===== src/rtl/adc_result_port.sv =====
module adc_result_port #(
  parameter int W = 16
) (
  input  logic         clk,
  input  logic         rst_n,
  input  logic         cs_n,
  input  logic         rd_n,
  input  logic         ser_mode,
  input  logic         swap_bytes,
  input  logic         twos_sel,
  input  logic         sclk,
  input  logic         res_valid,
  input  logic [W-1:0] res_raw,
  output logic [W-1:0] bus_q,
  output logic [W-1:0] bus_oe
);
  localparam int HALF = W / 2;
  localparam int CW = $clog2(W);
  localparam logic [CW-1:0] LAST = CW'(W - 1);

  logic         sel;
  logic [W-1:0] pend_word, vis_word, coded, swapped;
  logic         pend, twos_q, sfall, sbit;
  logic [2:0]   sclk_pipe;
  logic [CW-1:0] cnt;

  assign sel = ~(cs_n | rd_n);

  always_ff @(posedge clk or negedge rst_n) begin
    if (!rst_n) begin
      pend_word <= '0;
      pend      <= 1'b0;
      vis_word  <= '0;
    end else begin
      if (!sel && pend) begin
        vis_word <= pend_word;
        pend     <= 1'b0;
      end
      if (res_valid) begin
        pend_word <= res_raw;
        pend      <= 1'b1;
      end
    end
  end

  always_ff @(posedge clk or negedge rst_n) begin
    if (!rst_n) begin
      twos_q    <= 1'b0;
      sclk_pipe <= '0;
      cnt       <= '0;
    end else begin
      sclk_pipe <= {sclk_pipe[1:0], sclk};
      if (!sel) begin
        twos_q <= twos_sel;
        cnt    <= '0;
      end else if (sfall && cnt != LAST) begin
        cnt <= cnt + 1'b1;
      end
    end
  end

  assign sfall   = sclk_pipe[2] & ~sclk_pipe[1];
  assign coded   = vis_word ^ {twos_q, {(W-1){1'b0}}};
  assign swapped = {coded[HALF-1:0], coded[W-1:HALF]};
  assign sbit    = coded[LAST - cnt];

  assign bus_oe = !sel ? '0 : (ser_mode ? W'(1) : '1);
  assign bus_q  = !sel ? '0 :
                  ser_mode ? {{(W-1){1'b0}}, sbit} :
                  (swap_bytes ? swapped : coded);
endmodule



===== config.mk =====
export PLATFORM = sky130hd
export DESIGN_NAME = adc_result_port
export DESIGN_NICKNAME = d
export VERILOG_FILES = /design/src/rtl/adc_result_port.sv
export SDC_FILE = /design/constraint.sdc
export NUM_CORES = 1
export LEC_CHECK = 0
export ABC_CLOCK_PERIOD_IN_PS = 4030
export BUFFER_PORTS_ARGS = -buffer_cell sky130_fd_sc_hd__buf_2
export CAP_MARGIN = 20
export CORE_ASPECT_RATIO = 0.6
export CORE_MARGIN = 3
export CORE_UTILIZATION = 50
export CTS_CLUSTER_DIAMETER = 30
export DETAILED_ROUTE_END_ITERATION = 8
export GPL_TIMING_DRIVEN = 0
export PLACE_DENSITY = 0.74
export SLEW_MARGIN = 20
export SYNTH_ARGS = -nofsm -noshare
export SYNTH_HDL_FRONTEND = slang
export SYNTH_SLANG_ARGS = --single-unit

===== constraint.sdc =====
create_clock -name clk -period 4.03 [get_ports clk]
set_input_delay 0.403 -clock clk [delete_from_list [all_inputs] [get_ports clk]]
set_output_delay 0.403 -clock clk [all_outputs]
set_load 0.05 [all_outputs]

==> metrics.md, run 1 <==
| Metric | Value |
|---|---|
| Post-CTS Hold Buffers | 0 |
| Min-Delay Endpoint | sclk_pipe[0] |
| Post-Syn Nets | 194 |
| Final Hold Fails | 0 |
| Critical path's largest stage delay | 480 ps |
| Synth top area cells | dfrtp_1, mux2_2, mux2i_1 |
| Post_cts resized | 0 |
| CTS clk-pin slew, worst paths | 70 ps |
| Leakage | 1.25 nW |
| Clock latency on the worst-skew pair | 290 ps |
| Overall Power | 0.978 mW |
| Final Max Slew Viols | 0 |
| PD cells | 393 nW/µm² |
| Maximum number of pins on one net before global-route repair | 42 |
| Synth Area in XOR/XNOR | 0.0127 |
| Antenna violations before repair | 0 |
| Final worst path period share | 0.635 |
| Layout area overhead | 19.9% |
| # nets final | 255 |
| Area share of fa/ha/maj cells after synthesis | 0.00604 |
| CP Max Fanout | 15 |
| Die area | 4980 µm² |
| Top-count cell post-synth | dfrtp_1 |
| Die Height | 55.9 µm |
| EDFF count, synth | 0 |
| Seq cells post-synth | 41 |
| Compound-cell area share of the yosys netlist | 0.0344 |
| Fillers | 312 |
| Initial Util | 0.542 |
| Post-synthesis sequential area ratio | 0.495 |
| Flop-to-flop setup slack | 2520 ps |
| Synthesized area per cell | 12.3 µm² |
| Minimum clock period | 2560 ps |
| Total gr overflow | 0 |
| Vias in the first global route | 1,504 |
| Post-Syn Area | 2070 µm² |
| HPWL Detailed | 3.37 mm |
| Layout cell share with drive strength beyond 1 | 0.509 |
| Post-CTS Setup Bufs | 0 |
| Clock Skew | 5.74 ps |
| VDD IR-drop max | 0.277 mV |
| Crit path launch type | input pin |
| Via Count | 1,446 |
| WP data arrival | 2150 ps |
| Critical Path RT | 3630 ps |
| CTS tree | yes |
| Synth unique cells | 32 |
| Row count | 17 |
| # placed instances | 269 |
| Post-Synth Simple-Gate Area | 0.0772 |
| R2r startpoint | cnt[0] |
| WHS Path Cells | 1 |
| Cts bufs inserted | 5 |
| Vias per cell | 5.22 |
| Sum of buffers and inverters on the critical path | 6 |
| CP delay by family, top | buffers and inverters |
| Remaining DRCs | 0 |
| Fraction of registers with async set/reset | 1.00 |
| Initial DRC count | 77 |
| Final Setup Violations | 0 |
| Post-route ant nets | 0 |
| Commonest cells post-synth | dfrtp_1, mux2_2, nor2_1 |
| CTS Root Cell | clkbuf_8 |
| Mux cell area share after synthesis | 0.284 |
| Top_reg_cell synth | dfrtp_1 |
| DRT Pass-1 Iters | 4 |
| Main combinational cell family by area after synthesis | multiplexers |
| Slowest CP cell | or3_2 |
| Post-Layout Cell Count | 277 |
| Max clock buf depth | 2 |
| Post-Syn Instances | 168 |
| Max Clk Rate | 391 MHz |
| First-pass GRT wire length | 7.31 mm |
| RSZ-0062 raised after global routing | no |
| Max cap viols | 0 |
| Worst hold path class | input pin to register |
| Reg2Reg Depth | 5 |
| I/O pin total | 57 |
| Outcome | finished, final reports clean |
| Final Util | 0.649 |
| Setup CP Type | input pin to primary output |
| Port bufs | 54 |
| Total clock sinks | 41 |
| R2r endpoint | cnt[3] |
| Worst path cell trace | buf_2 -> or3_2 -> buf_6 -> clkbuf_1 -> inv_1 -> buf_4 -> buf_2 |
| Core ar. | 3830 µm² |
| Setup TNS | 0 ps |
| GP Congestion | 0.845 |
| Slew HR | 0.407 |
| Worst Hold Launch | sclk |
| Die width | 89.1 µm |
| CP endpoint kind | primary output |
| Top-area cell type share of the netlist area | 0.495 |
| DR WL/cell | 15.9 µm |
| Crit-path most repeated cell | buf_2 |
| WL final | 4.41 mm |
| CTS HTree Levels | 2 |
| YS warnings | 0 |
| Ant. Diodes | 0 |
| Biggest area consumer among synthesized cells | dfrtp_1 |
| GRT Util Overall | 0.194 |
| Worst Tran Pin Value | 889 ps |
area by class of cell:
class / count / area [µm²] / area share
well taps: 47 / 58.8 / 0.0237
repair buffers: 54 / 270 / 0.109
clock buffers: 6 / 72.6 / 0.0292
inverters: 2 / 7.51 / 0.00302
flip-flops and latches: 41 / 1030 / 0.413
multi-input cells: 101 / 860 / 0.346
clock inverters: 2 / 10.0 / 0.00403
plain buffers: 24 / 180 / 0.0725
cell families after synthesis:
group | Yosys count
buffers and inverters | 26
adders and majority gates | 1
AOI/OAI and AO/OA | 11
muxes | 52
and+or+nand+nor | 34
DFF | 41
xor gates and xnor gates | 3
layout by cell type (no fill, tap or decap), types with 3 or more instances in the layout:
| master | netlist | routed |
|---|---|---|
| buf_2 | 0 | 54 |
| nand2_1 | 3 | 3 |
| nor2_1 | 20 | 20 |
| clkbuf_1 | 3 | 4 |
| buf_6 | 4 | 4 |
| buf_4 | 16 | 16 |
| dfrtp_1 | 41 | 41 |
| mux2_2 | 32 | 32 |
| mux2i_1 | 18 | 18 |
| clkbuf_8 | 0 | 5 |
| a21oi_1 | 4 | 4 |
metrics by stage:
stage / cell area [µm²] / setup slack (ps) / hold slack, ps
after floorplan: 2070 / 1450 / 107
after global placement: 2400 / 1520 / 334
after detailed placement: 2400 / 1460 / 336
after CTS: 2480 / 1450 / 207
after global routing: 2480 / 1360 / 200
final: 2480 / 1470 / 219
worst reg2reg max path, stage by stage, from the launching register on:
cell	delay [ps]
dfrtp_1	400
ha_1	230
nand3_1	100
nand3b_1	170
or3_1	380
a21oi_1	150
power by group:
group	switching, mW	internal (mW)	total (mW)
clock network	0.129	0.120	0.249
logic	0.122	0.100	0.222
registers	0.0452	0.462	0.507
total	0.296	0.681	0.978
layer usage:
layer	part of all wire	global-route usage	up-vias
li1	-	-	687
met1	0.47	0.279	697
met2	0.44	0.285	58
met3	0.081	0.0473	4
met4	0.0093	0.0637	0
met5	0	0	-
sequential cells by signal (all words and copies together), names as in the netlist:
name / count
pend_word: 16
cnt: 4
pend: 1
vis_word: 16
twos_q: 1
sclk_pipe: 3
how the worst max path moves through the flow:
stage	startpoint	to	slack [ps]	depth (start not counted)
after floorplan	ser_mode	bus_q[7]	1450	3
after global routing	ser_mode	bus_oe[5]	1360	7
after CTS	ser_mode	bus_oe[5]	1450	7
after global placement	ser_mode	bus_oe[5]	1520	7
after detailed placement	ser_mode	bus_oe[5]	1460	7
final	ser_mode	bus_oe[5]	1470	7
No activity file was read; power rests on OpenSTA's default activity.
==> inputs of run 2 (changes only) <==
Settings changed: ABC_CLOCK_PERIOD_IN_PS 4030 to 2400.
Clock period 4.03 ns to 2.4 ns, I/O delays scaled along.
==> run 2 against run 1 <==
Die area stayed put. Cell area up 0.71%. Combinational power increased by 69%. Clock skew barely moved. Wire length is 0.79% lower. Clock-buffer cell count unchanged. Non-clock buffer count is 2 higher. Hold slack lost 160 ps. Highest routed layer unchanged. Clock power rose by 68%. Cell count grew 0.72%.
==> metrics.md, run 2 (synthesis results as in run 1) <==
| Metric | Value |
|---|---|
| Max clock buf depth | 2 (unchanged) |
| Remaining DRCs | 0 (unchanged) |
| Final setup margin | 172 ps (-1300 ps) |
| GP Congestion | 0.845 (unchanged) |
| GRT Util Overall | 0.194 (unchanged) |
| R2r endpoint | cnt[3] |
| CP endpoint kind | primary output |
| Vias in the first global route | 1,504 (unchanged) |
| Outcome | finished, final reports clean |
| CTS clk-pin slew, worst paths | 70 ps (about the same) |
| Critical Path RT | 2160 ps (-1470 ps) |
| PD cells | 657 nW/µm² (+67%) |
| Via Count | 1,471 (+1.7%) |
| Die width | 89.1 µm (unchanged) |
| Slew HR | 0.408 (about the same) |
| Flop-to-flop setup slack | 780 ps (-1740 ps) |
| Total clock sinks | 41 (unchanged) |
| Vias per cell | 5.27 (+1.0%) |
| Crit path launch type | input pin |
| Row count | 17 (unchanged) |
| Max Clk Rate | 449 MHz |
| First-pass GRT wire length | 7.31 mm (unchanged) |
| Maximum number of pins on one net before global-route repair | 42 (unchanged) |
| Ant. Diodes | 0 (unchanged) |
| Final Hold Fails | 0 (unchanged) |
| Antenna violations before repair | 0 (unchanged) |
| CP Max Fanout | 15 (unchanged) |
| Die area | 4980 µm² (unchanged) |
| CTS Root Cell | clkbuf_8 |
| HPWL Detailed | 3.37 mm (unchanged) |
| Clock Skew | 6.13 ps (+0.387 ps) |
| Final Max Slew Viols | 0 (unchanged) |
| R2r startpoint | cnt[0] |
| # nets final | 257 (+0.78%) |
| Initial Util | 0.542 (unchanged) |
| DR WL/cell | 15.7 µm (-1.5%) |
| Leakage | 1.26 nW (+0.87%) |
| RSZ-0062 raised after global routing | no |
| WP data arrival | 1990 ps (-160 ps) |
| Post-route ant nets | 0 (unchanged) |
| Layout area overhead | 20.7% |
| Minimum clock period | 2230 ps |
| Crit path launch | ser_mode |
| Final instance area | 2500 µm² (+0.71%) |
| Final Setup Violations | 0 (unchanged) |
| Reg2Reg Depth | 6 (+1) |
| Total gr overflow | 0 (unchanged) |
| Final worst path period share | 0.929 |
| Max cap viols | 0 (unchanged) |
| DRT Pass-1 Iters | 4 (unchanged) |
| WL final | 4.37 mm (-0.79%) |
| Most common cell after layout, fill and taps aside | buf_2 |
| Worst hold path class | input pin to register |
| I/O pin total | 57 (unchanged) |
| Place WS | 152 ps (-1300 ps) |
| Setup TNS | 0 ps (unchanged) |
| Crit path capture | bus_oe[5] |
| Overall Power | 1.64 mW (+68%) |
| Die Height | 55.9 µm (unchanged) |
| Port bufs | 54 (unchanged) |
| Initial DRC count | 72 (-6.5%) |
| Worst Tran Pin Value | 889 ps (-0.310 ps) |
| Placed inst area | 2400 µm² (unchanged) |
| Clock latency on the worst-skew pair | 290 ps (about the same) |
| Most frequent cells in the layout | buf_2, dfrtp_1, mux2_2, nor2_1, buf_4 |
| CTS tree | yes |
| Layout cell share with drive strength beyond 1 | 0.513 (+0.00424) |
| Core ar. | 3830 µm² (unchanged) |
| Largest regs | pend_word x16, vis_word x16, cnt x4 |
| Setup CP Type | input pin to primary output |
| Post-CTS Hold Buffers | 0 (unchanged) |
| VDD IR-drop max | 0.465 mV (+68%) |
| CTS HTree Levels | 2 (unchanged) |
| Cts bufs inserted | 5 (unchanged) |
## run 2: cell types whose count changed in the layout (fill, tap and decap cells not counted), sizes merged
cell,previous run,this run
buf,75,77
## run 2: how the worst min path moves through the flow
| stage | end | cells past startpoint | startpoint |
|---|---|---|---|
| global placement | sclk_pipe[1] | 0 | sclk_pipe[0] |
| floorplan | cnt[0] | 0 | rst_n |
| finish | sclk_pipe[0] | 1 | sclk |
| CTS | sclk_pipe[0] | 1 | sclk |
| global route | sclk_pipe[0] | 1 | sclk |
| detailed placement | sclk_pipe[1] | 0 | sclk_pipe[0] |
## run 2: routing by layer
metal / up-vias / track usage / wire length, µm
met3: 4 / 0.0473 / 359
met1: 709 / 0.279 / 2030
met2: 66 / 0.285 / 1940
met5: - / 0 / 0
met4: 0 / 0.0637 / 41
li1: 692 / - / -
## run 2: report_power, final
| part | total (mW) | internal (mW) | leakage, nW | switching [mW] |
|---|---|---|---|---|
| combinational | 0.375 | 0.171 | 0.729 | 0.205 |
| sequential | 0.851 | 0.775 | 0.489 | 0.0760 |
| clock | 0.418 | 0.201 | 0.0450 | 0.217 |
| total | 1.64 | 1.15 | 1.26 | 0.497 |
## run 2: cell type report
| class | count | area (µm²) |
|---|---|---|
| Buffer | 24 | 180 |
| Clock buffer | 6 | 72.6 |
| Clock inverter | 2 | 10.0 |
| Fill cell | 308 | 1330 |
| Inverter | 2 | 7.51 |
| Multi-Input combinational cell | 101 | 860 |
| Sequential cell | 41 | 1030 |
| Tap cell | 47 | 58.8 |
| Timing Repair Buffer | 56 | 288 |
## run 2: metrics by stage
step | hold WS, ps | std cells | utilization
after floorplan | -55.6 | 168 | -
after global placement | 334 | 269 | 0.627
after detailed placement | 336 | 269 | 0.627
after CTS | 43.7 | 277 | 0.649
after global routing | 36.5 | 279 | 0.654
final | 56.5 | 279 | 0.654
## run 2: repair_timing
| item | in CTS | in global routing |
|---|---|---|
| buffers inserted | 0 | 2 |
| gates resized for setup | 0 | 2 |
| setup endpoints to repair | 0 | 1 |
## run 2: critical path, stage by stage
cell      delay (ps)
buf_2            120
or3_2            480
buf_6            150
clkbuf_1         210
inv_1            350
buf_4            170
buf_2            260
